[src/rtl/irq_status_pkg.sv]
package irq_status_pkg;
  localparam int REG_W = 8;
  // bit positions are decoded by host software
  localparam int B_ABORT = 7;
  localparam int B_SWRST = 6;
  localparam int B_SIG   = 5;
  localparam int B_SEM   = 4;
  localparam int B_CONN  = 3;
  localparam int B_FLY   = 2;
  localparam int B_SCSI  = 1;
  localparam int B_DMA   = 0;

  localparam int NUM_SRC  = 2;
  localparam int SRC_DMA  = 0;
  localparam int SRC_SCSI = 1;
endpackage

[src/rtl/irq_evt_stack.sv]
module irq_evt_stack #(
  parameter int DEPTH  = 2,
  parameter int DATA_W = 1
) (
  input  logic              clk_i,
  input  logic              rst_ni,
  input  logic              clr_i,
  input  logic              push_i,
  input  logic [DATA_W-1:0] data_i,
  input  logic              pop_i,
  output logic              pend_o,
  output logic              empty_o,
  output logic [DATA_W-1:0] head_o,
  output logic              ovf_o
);
  localparam int CW = $clog2(DEPTH + 1);
  localparam int IW = (DEPTH > 1) ? $clog2(DEPTH) : 1;

  logic [DATA_W-1:0] q_mem [DEPTH];
  logic [CW-1:0]     count_q;
  logic              popped_q;
  logic              ovf_q;
  logic              pop_ok, push_ok;
  logic [IW-1:0]     wr_idx;

  assign pop_ok  = pop_i && (count_q != '0);
  assign push_ok = push_i && ((count_q < CW'(DEPTH)) || pop_ok);
  assign wr_idx  = IW'(count_q - CW'(pop_ok));

  always_ff @(posedge clk_i or negedge rst_ni) begin
    if (!rst_ni) begin
      count_q  <= '0;
      popped_q <= 1'b0;
      ovf_q    <= 1'b0;
      for (int i = 0; i < DEPTH; i++) q_mem[i] <= '0;
    end else if (clr_i) begin
      count_q  <= '0;
      popped_q <= 1'b0;
      ovf_q    <= 1'b0;
    end else begin
      popped_q <= pop_ok;
      if (push_i && !push_ok) ovf_q <= 1'b1;
      if (pop_ok)
        for (int i = 0; i < DEPTH - 1; i++) q_mem[i] <= q_mem[i+1];
      if (push_ok) q_mem[wr_idx] <= data_i;
      count_q <= count_q + CW'(push_ok) - CW'(pop_ok);
    end
  end

  // pending drops for one cycle after a pop so a stacked event re-asserts
  assign pend_o  = (count_q != '0) && !popped_q;
  assign empty_o = (count_q == '0);
  assign head_o  = q_mem[0];
  assign ovf_o   = ovf_q;

  assert_push_pend_R3: assert property (@(posedge clk_i) disable iff (!rst_ni)
    (push_i && !clr_i) |=> (count_q != '0));

  assert_pop_dec_R4: assert property (@(posedge clk_i) disable iff (!rst_ni)
    (pop_i && !push_i && !clr_i && count_q != '0) |=> (count_q == $past(count_q) - CW'(1)));

  assert_no_overflow_R5: assert property (@(posedge clk_i) disable iff (!rst_ni)
    $rose(ovf_q) |-> $past(push_i && !pop_i && !clr_i && count_q == CW'(DEPTH)));

  assert_depth_bound_R5: assert property (@(posedge clk_i) disable iff (!rst_ni)
    count_q <= CW'(DEPTH));
endmodule

[src/rtl/irq_abort_seq.sv]
module irq_abort_seq (
  input  logic clk_i,
  input  logic rst_ni,
  input  logic clr_i,
  input  logic wr_i,
  input  logic wr_abort_i,
  input  logic dma_empty_i,
  output logic abort_o,
  output logic req_o,
  output logic inject_o
);
  logic abort_q, prev_q;

  always_ff @(posedge clk_i or negedge rst_ni) begin
    if (!rst_ni) begin
      abort_q <= 1'b0;
      prev_q  <= 1'b0;
    end else begin
      prev_q <= abort_q;
      if (clr_i)     abort_q <= 1'b0;
      else if (wr_i) abort_q <= wr_abort_i;
    end
  end

  assign abort_o  = abort_q;
  assign req_o    = abort_q && !prev_q;
  // keeps posting aborted DMA events until host clears the bit
  assign inject_o = abort_q && dma_empty_i && !clr_i;

  assert_req_pulse_R6: assert property (@(posedge clk_i) disable iff (!rst_ni)
    req_o |=> !req_o);

  assert_req_follows_wr_R6: assert property (@(posedge clk_i) disable iff (!rst_ni)
    req_o |-> $past(wr_i && wr_abort_i && !clr_i));
endmodule

[src/rtl/irq_status_ctl.sv]
module irq_status_ctl
  import irq_status_pkg::*;
#(
  parameter int STACK_DEPTH = 2
) (
  input  logic             clk_i,
  input  logic             rst_ni,
  input  logic             wr_en_i,
  input  logic [REG_W-1:0] wr_data_i,
  output logic [REG_W-1:0] rd_data_o,
  input  logic             scsi_evt_i,
  input  logic             dma_evt_i,
  input  logic             fly_evt_i,
  input  logic             connected_i,
  input  logic             scsi_ack_i,
  input  logic             dma_ack_i,
  input  logic             irq_en_i,
  output logic             irq_o,
  output logic             abort_req_o,
  output logic             swreset_o,
  output logic             sig_o,
  output logic             sem_o,
  output logic             abort_cause_o,
  output logic             scsi_ovf_o,
  output logic             dma_ovf_o
);
  logic swrst_q, sig_q, sem_q, fly_q;
  logic soft_clr, clr;
  logic abort_bit, abort_inject;

  logic [NUM_SRC-1:0] push, pop, tag_in, pend, empty, head, ovf;
  logic unused_scsi_head;

  assign soft_clr = wr_en_i && wr_data_i[B_SWRST];
  assign clr      = soft_clr || swrst_q;

  always_ff @(posedge clk_i or negedge rst_ni) begin
    if (!rst_ni) begin
      swrst_q <= 1'b0;
      sig_q   <= 1'b0;
      sem_q   <= 1'b0;
      fly_q   <= 1'b0;
    end else begin
      swrst_q <= soft_clr;
      if (clr) begin
        sig_q <= 1'b0;
        sem_q <= 1'b0;
        fly_q <= 1'b0;
      end else begin
        if (wr_en_i) begin
          sig_q <= wr_data_i[B_SIG];
          sem_q <= wr_data_i[B_SEM];
        end
        if (fly_evt_i)                         fly_q <= 1'b1;
        else if (wr_en_i && wr_data_i[B_FLY])  fly_q <= 1'b0;
      end
    end
  end

  irq_abort_seq u_abort (
    .clk_i       (clk_i),
    .rst_ni      (rst_ni),
    .clr_i       (clr),
    .wr_i        (wr_en_i),
    .wr_abort_i  (wr_data_i[B_ABORT]),
    .dma_empty_i (empty[SRC_DMA]),
    .abort_o     (abort_bit),
    .req_o       (abort_req_o),
    .inject_o    (abort_inject)
  );

  always_comb begin
    push[SRC_DMA]    = dma_evt_i || abort_inject;
    tag_in[SRC_DMA]  = abort_inject;
    pop[SRC_DMA]     = dma_ack_i;
    push[SRC_SCSI]   = scsi_evt_i;
    tag_in[SRC_SCSI] = 1'b0;
    pop[SRC_SCSI]    = scsi_ack_i;
  end

  for (genvar s = 0; s < NUM_SRC; s++) begin : g_src
    irq_evt_stack #(.DEPTH(STACK_DEPTH), .DATA_W(1)) u_stack (
      .clk_i   (clk_i),
      .rst_ni  (rst_ni),
      .clr_i   (clr),
      .push_i  (push[s]),
      .data_i  (tag_in[s]),
      .pop_i   (pop[s]),
      .pend_o  (pend[s]),
      .empty_o (empty[s]),
      .head_o  (head[s]),
      .ovf_o   (ovf[s])
    );
  end

  assign unused_scsi_head = head[SRC_SCSI];

  always_comb begin
    rd_data_o          = '0;
    rd_data_o[B_ABORT] = abort_bit;
    rd_data_o[B_SWRST] = swrst_q;
    rd_data_o[B_SIG]   = sig_q;
    rd_data_o[B_SEM]   = sem_q;
    rd_data_o[B_CONN]  = connected_i;
    rd_data_o[B_FLY]   = fly_q;
    rd_data_o[B_SCSI]  = pend[SRC_SCSI];
    rd_data_o[B_DMA]   = pend[SRC_DMA];
  end

  assign irq_o         = irq_en_i && (fly_q || pend[SRC_SCSI] || pend[SRC_DMA]);
  assign swreset_o     = swrst_q;
  assign sig_o         = sig_q;
  assign sem_o         = sem_q;
  assign abort_cause_o = !empty[SRC_DMA] && head[SRC_DMA];
  assign scsi_ovf_o    = ovf[SRC_SCSI];
  assign dma_ovf_o     = ovf[SRC_DMA];

  assert_abort_repeat_R7: assert property (@(posedge clk_i) disable iff (!rst_ni)
    (abort_bit && empty[SRC_DMA] && !clr) |=> abort_cause_o);

  assert_srst_once_R8: assert property (@(posedge clk_i) disable iff (!rst_ni)
    swrst_q |=> !swrst_q);

  assert_srst_clear_R8: assert property (@(posedge clk_i) disable iff (!rst_ni)
    swrst_q |-> (!abort_bit && empty == '0 - '0 + {NUM_SRC{1'b1}} && ovf == '0));

  assert_irq_gate_R9: assert property (@(posedge clk_i) disable iff (!rst_ni)
    irq_o |-> (irq_en_i && rd_data_o[B_FLY:B_DMA] != '0));

  assert_fly_set_R10: assert property (@(posedge clk_i) disable iff (!rst_ni)
    (fly_evt_i && !clr) |=> fly_q);
endmodule

[config.mk]
export PLATFORM = sky130hd
export DESIGN_NAME = irq_status_ctl
export DESIGN_NICKNAME = d
export VERILOG_FILES = /design/src/rtl/irq_status_pkg.sv /design/src/rtl/irq_evt_stack.sv /design/src/rtl/irq_abort_seq.sv /design/src/rtl/irq_status_ctl.sv
export SDC_FILE = /design/constraint.sdc
export NUM_CORES = 1
export LEC_CHECK = 0
export ABC_CLOCK_PERIOD_IN_PS = 2500
export BUFFER_PORTS_ARGS = -buffer_cell sky130_fd_sc_hd__buf_2
export CAP_MARGIN = 20
export CORE_MARGIN = 2
export CORE_UTILIZATION = 49
export CTS_CLUSTER_DIAMETER = 100
export CTS_CLUSTER_SIZE = 20
export DETAILED_ROUTE_END_ITERATION = 10
export MAX_ROUTING_LAYER = met4
export PLACE_DENSITY_LB_ADDON = 0.25
export SYNTH_ARGS = -nofsm -noshare
export SYNTH_HDL_FRONTEND = slang
export SYNTH_HIERARCHICAL = 1
export SYNTH_SLANG_ARGS = --single-unit
[constraint.sdc]
create_clock -name clk_i -period 2.5 [get_ports clk_i]
set_input_delay 0.5 -clock clk_i [delete_from_list [all_inputs] [get_ports clk_i]]
set_output_delay 0.5 -clock clk_i [all_outputs]
set_load 0.02 [all_outputs]
# [After elaboration in Yosys (flattened, before gate mapping)]
# Index checks and enable logic that the tools add are counted.
[totals] in_bits=18 output_inout_bits=16 regBits=16
[classes] n_mux=23 n_reduce_logical=37 addsub=5 n_lt_le_gt_ge=4 bitwise=2
[op_table] operator="1-bit 2-to-1 mux" count=18
[op_table] operator="1-bit logical AND" count=16
[op_table] operator="2-bit nonzero test" count=5
[op_table] operator="1-bit zero test" count=7
[op_table] operator="1-bit logical OR" count=6
[op_table] operator="2-bit 2-to-1 mux" count=3
[op_table] operator="2-bit by 1-bit adder with 2-bit output" count=2
[op_table] operator="2-bit < comparator (second input constant)" count=2
[op_table] operator="2-bit by 1-bit subtractor with 2-bit output" count=2
[op_table] operator="3-bit nonzero test" count=1
[op_table] operator="2-bit bitwise mux" count=1
[op_table] operator="2-bit greater-or-equal comparator (second input constant)" count=1
[op_table] operator="2-bit zero test" count=1
[op_table] operator="2-bit by 1-bit < comparator with 1-bit output (second input constant)" count=1
[op_table] operator="1-bit NOT with 2-bit output" count=1
[op_table] operator="2-bit AND reduction" count=1
[op_table] operator="1-bit demux with 1-bit select" count=1
[op_table] operator="1-bit NOT" count=1
[op_table] operator="1-bit subtractor" count=1

# [Longest topological paths before layout]
[logic_depth] ltp_word=10 ltp_mapped=10

# [Modules after synthesis]
# Netlist, hierarchy kept.
[by_module_without_submodules] mod="irq_evt_stack" area_each_um2=365.4 cells_each=38 seq_area_each_um2=150.1 instances=2
[by_module_without_submodules] mod="irq_status_ctl" area_each_um2=247.7 cells_each=26 seq_area_each_um2=100.1 instances=1
[by_module_without_submodules] mod="irq_abort_seq" area_each_um2=78.8 cells_each=6 seq_area_each_um2=50.0 instances=1

# [Least setup slack after synthesis]
# Ideal clock, no wire load.
[synth_timing] path_type="input-to-reg" from="input wr_data_i[6]" to="register g_src[0].u_stack.count_q[0]" setup_ns=0.118 slack_ns=0.146 stages=9 path_buffers=0 arrival_ns=2.235 required_time_ns=2.382 path_cell_list="and2_1 or2_1 and3b_1 or2_2 o21ai_0 ha_1 inv_1 ha_1 and2b_1"
[synth_between] elab_chain_len=9
[synth_lines] element="from (decl)" line="irq_status_ctl.sv:9" source="input logic [REG_W-1:0] wr_data_i,"
[synth_lines] element="1-bit logical AND" line="irq_status_ctl.sv:34" source="assign soft_clr = wr_en_i && wr_data_i[B_SWRST];"
[synth_lines] element="1-bit logical OR" line="irq_status_ctl.sv:35" source="assign clr = soft_clr || swrst_q;"
[synth_lines] element="net clr" line="irq_status_ctl.sv:28" source="logic soft_clr, clr;"
[synth_lines] element="1-bit zero test" line="irq_abort_seq.sv:28" source="assign inject_o = abort_q && dma_empty_i && !clr_i;"
[synth_lines] element="1-bit logical AND" line="irq_abort_seq.sv:28"
[synth_lines] element="net abort_inject" line="irq_status_ctl.sv:29" source="logic abort_bit, abort_inject;"
[synth_lines] element="1-bit logical OR" line="irq_status_ctl.sv:73" source="push[SRC_DMA] = dma_evt_i || abort_inject;"
[synth_lines] element="net push[0]" line="irq_status_ctl.sv:31" source="logic [NUM_SRC-1:0] push, pop, tag_in, pend, empty, head, ovf;"
[synth_lines] element="1-bit logical AND" line="irq_evt_stack.sv:27" source="assign push_ok = push_i && ((count_q < CW'(DEPTH)) || pop_ok);"
[synth_lines] element="2-bit by 1-bit adder with 2-bit output" line="irq_evt_stack.sv:46" source="count_q <= count_q + CW'(push_ok) - CW'(pop_ok);"
[synth_lines] element="2-bit by 1-bit subtractor with 2-bit output" line="irq_evt_stack.sv:46"
[synth_lines] element="2-bit 2-to-1 mux" line="irq_evt_stack.sv:36" source="end else if (clr_i) begin"
[synth_lines] element="to (signal assigned)" line="irq_evt_stack.sv:46"
[synth_lines] element="to (decl)" line="irq_evt_stack.sv:20" source="logic [CW-1:0] count_q;"
# The timed path passes the listed nets, and every way through them passes these cells.
# A chain may end at the register's enable or synchronous reset.

# [Final worst setup path]
[layout_timing] from="input wr_en_i" to="register g_src[0].u_stack.count_q[0]"
[layout_between] elab_chain_len=9
[layout_lines] element="from (decl)" line="irq_status_ctl.sv:8" source="input logic wr_en_i,"
[layout_lines] element="1-bit logical AND" line="irq_status_ctl.sv:34"
[layout_lines] element="net soft_clr" line="irq_status_ctl.sv:28"
[layout_lines] element="1-bit logical OR" line="irq_status_ctl.sv:35"
[layout_lines] element="net clr" line="irq_status_ctl.sv:28"
[layout_lines] element="1-bit zero test" line="irq_abort_seq.sv:28"
[layout_lines] element="1-bit logical AND" line="irq_abort_seq.sv:28"
[layout_lines] element="net abort_inject" line="irq_status_ctl.sv:29"
[layout_lines] element="1-bit logical OR" line="irq_status_ctl.sv:73"
[layout_lines] element="net push[0]" line="irq_status_ctl.sv:31"
[layout_lines] element="1-bit logical AND" line="irq_evt_stack.sv:27"
[layout_lines] element="2-bit by 1-bit adder with 2-bit output" line="irq_evt_stack.sv:46"
[layout_lines] element="2-bit by 1-bit subtractor with 2-bit output" line="irq_evt_stack.sv:46"
[layout_lines] element="2-bit 2-to-1 mux" line="irq_evt_stack.sv:36"
# The timed path passes the listed nets, and every way through them passes these cells.

==> summary.md <==
| Metric | Value |
|---|---|
| Initial DRC count | 8 |
| Post-Layout Cell Count | 142 |
| # IOs | 34 |
| Total negative slack | 0 ns |
| Reg2reg end | g_src[0].u_stack/count_q[0]$_DFF_PN0_ |
| WP data arrival | 2.22 ns |
| Max Cap Viol | 0 |
| Skew final | 0.004318 ns |
| DP Cell Count | 138 |
| GP Congestion | 0.7625 |
| Required time worst endpoint | 2.69 ns |
| Final cycle utilization of the critical path | 0.8145 |
| ANT nets after route | 0 |
| Tot GR Track Use | 0.1859 |
| Util after Layout | 0.6232 |
| Core Footprint | 0.001727 mm² |
| Worst-Skew Late Latency | 0.29 ns |
| Worst vdd ir | 0.0005472 V |
| Worst-path fanout max | 7 |
| Max FFs per register | 4 |
| Avg Cell Area, Syn | 10.09 µm² |
| Fin crit period | 2.036 ns |
| Min-Delay Path Class | primary input to async pin |
| Worst Slack Setup Final | 0.4638 ns |
| Pwr/cell area | 966.4 mW/mm² |
| Port Buf Inserts | 28 |
| Reg2Reg Depth | 8 |
| Initial antenna violation count | 0 |
| Max-slew violations | 0 |
| WL per Instance | 12.25 µm |
| P_leak | 0.0005718 µW |
| Vias | 705 |
| Final Hold Fails | 0 |
| Pwr Total | 1040 µW |
| Remaining global-route overflow | 0 |
| RSZ-0062 raised after global routing | false |
| Slew HR | 0.7665 |
| Clock transition at path regs | 0.10 ns |
| Die width | 46.82 µm |
| Mapped Area | 898.4 µm² |
| Gate count of the mapped netlist | 89 |
| Placement Setup Slack | 0.1557 ns |
| Clock H-tree levels | 1 |
| Outcome | finished clean |
| Router iterations before antenna repair | 4 |
| DR vias/cell | 4.965 |
| CP endpoint kind | flip-flop |
| Area delta synth->final | 19.78% |
| Vias in the first global route | 631 |
| Largest net degree at the start of global routing | 17 |
| Critical R2R Launch | swreset_o$_DFF_PN0_ |
| Final setup viols | 0 |
| Syn nets | 111 |
| Post-CTS Setup Bufs | 0 |
| Critical path startpoint category | primary input |
| CTS resizes | 0 |
| # clock sinks | 16 |
| CTS Buf Count | 3 |
| First-pass GRT wire length | 2739 µm |
| Setup slack, reg-to-reg | 0.47 ns |
| Peak Freq | 491.1 MHz |
| CTS Root Cell | clkbuf_4 |
| Longest Clk Path Bufs | 2 |
| Worst-Margin Slew | 0.3502 ns |
| Die ar. | 0.002192 mm² |
| CTS tree | built |
| Hold Buf Count CTS | 0 |
| Nets | 140 |
| Post-DP HPWL | 1295 µm |
| Drc violations | 0 |
| Setup Crit Path Kind | primary input to flip-flop |
| # fillers | 170 |
| # diodes | 0 |
| Initial Utilization | 0.5203 |
| Die H | 46.82 µm |
| # rows | 15 |
| DRT Wirelength | 1739 µm |
| Yosys synthesis warning count | 6 |
| Layout cells sized above 1 | 0.3761 |
| Largest Register | g_src.u_stack/count_q |
layer usage:
layer  global-route usage  vias to the layer above  wire length (µm)
li1                     -                      354                 -
met1               0.2457                      332               793
met2               0.2767                       17               847
met3              0.05769                        2                83
met4              0.05000                        0                14
met5                    -                        -                 0
stage by stage:
step / cell area, µm² / hold WS [ns]
6_report: 1076 / 0.09820
4_1_cts: 1076 / 0.1102
2_1_floorplan: 898.4 / 0.2044
5_1_grt: 1076 / 0.1137
3_5_place_dp: 1040 / 0.4303
3_3_place_gp: 1040 / 0.4275
layout by cell type, fill, tap and decap left out, types with 3 or more instances in the layout:
cell type	count
clkbuf_4	3
a21oi_1	4
ha_1	4
nor2b_1	3
buf_2	28
nand2b_1	5
dfrtp_1	16
inv_1	5
and2b_1	3
nor2_1	11
layout make-up:
class	count	area (µm²)	area share
sequential	16	400.4	0.3721
inverter	7	26.28	0.02442
timing repair buffer	30	155.1	0.1442
tap	25	31.28	0.02907
clock buffer	4	36.28	0.03372
multi-input combinational	60	426.7	0.3965
report_power, final:
group          switching (µW)  leakage, µW  total, µW  internal, µW
registers                64.8     0.000208        389           324
clock network            86.5    0.0000210        175          88.7
logic                     270     0.000342        476           205
total                     422     0.000572       1040           618
worst max-delay path: stages:
cell	delay (ns)
buf_2	0.14
and2_1	0.15
or2_1	0.21
and3b_1	0.24
or2_2	0.17
o21ai_0	0.10
ha_1	0.28
inv_1	0.04
ha_1	0.25
and2b_1	0.15
worst max-delay path by stage:
stage	start	end	slack, ns	cells past startpoint
floorplan	wr_data_i[6]	g_src[0].u_stack/count_q[0]$_DFF_PN0_	0.17	9
finish	wr_en_i	g_src[0].u_stack/count_q[0]$_DFF_PN0_	0.46	10
detailed placement	wr_en_i	g_src[0].u_stack/count_q[0]$_DFF_PN0_	0.16	10
CTS	swreset_o$_DFF_PN0_	g_src[0].u_stack/count_q[0]$_DFF_PN0_	0.44	8
global placement	wr_en_i	g_src[0].u_stack/count_q[0]$_DFF_PN0_	0.18	10
global route	swreset_o$_DFF_PN0_	g_src[0].u_stack/count_q[1]$_DFF_PN0_	0.32	9
Note: power is estimated with default switching activity, not from simulation.
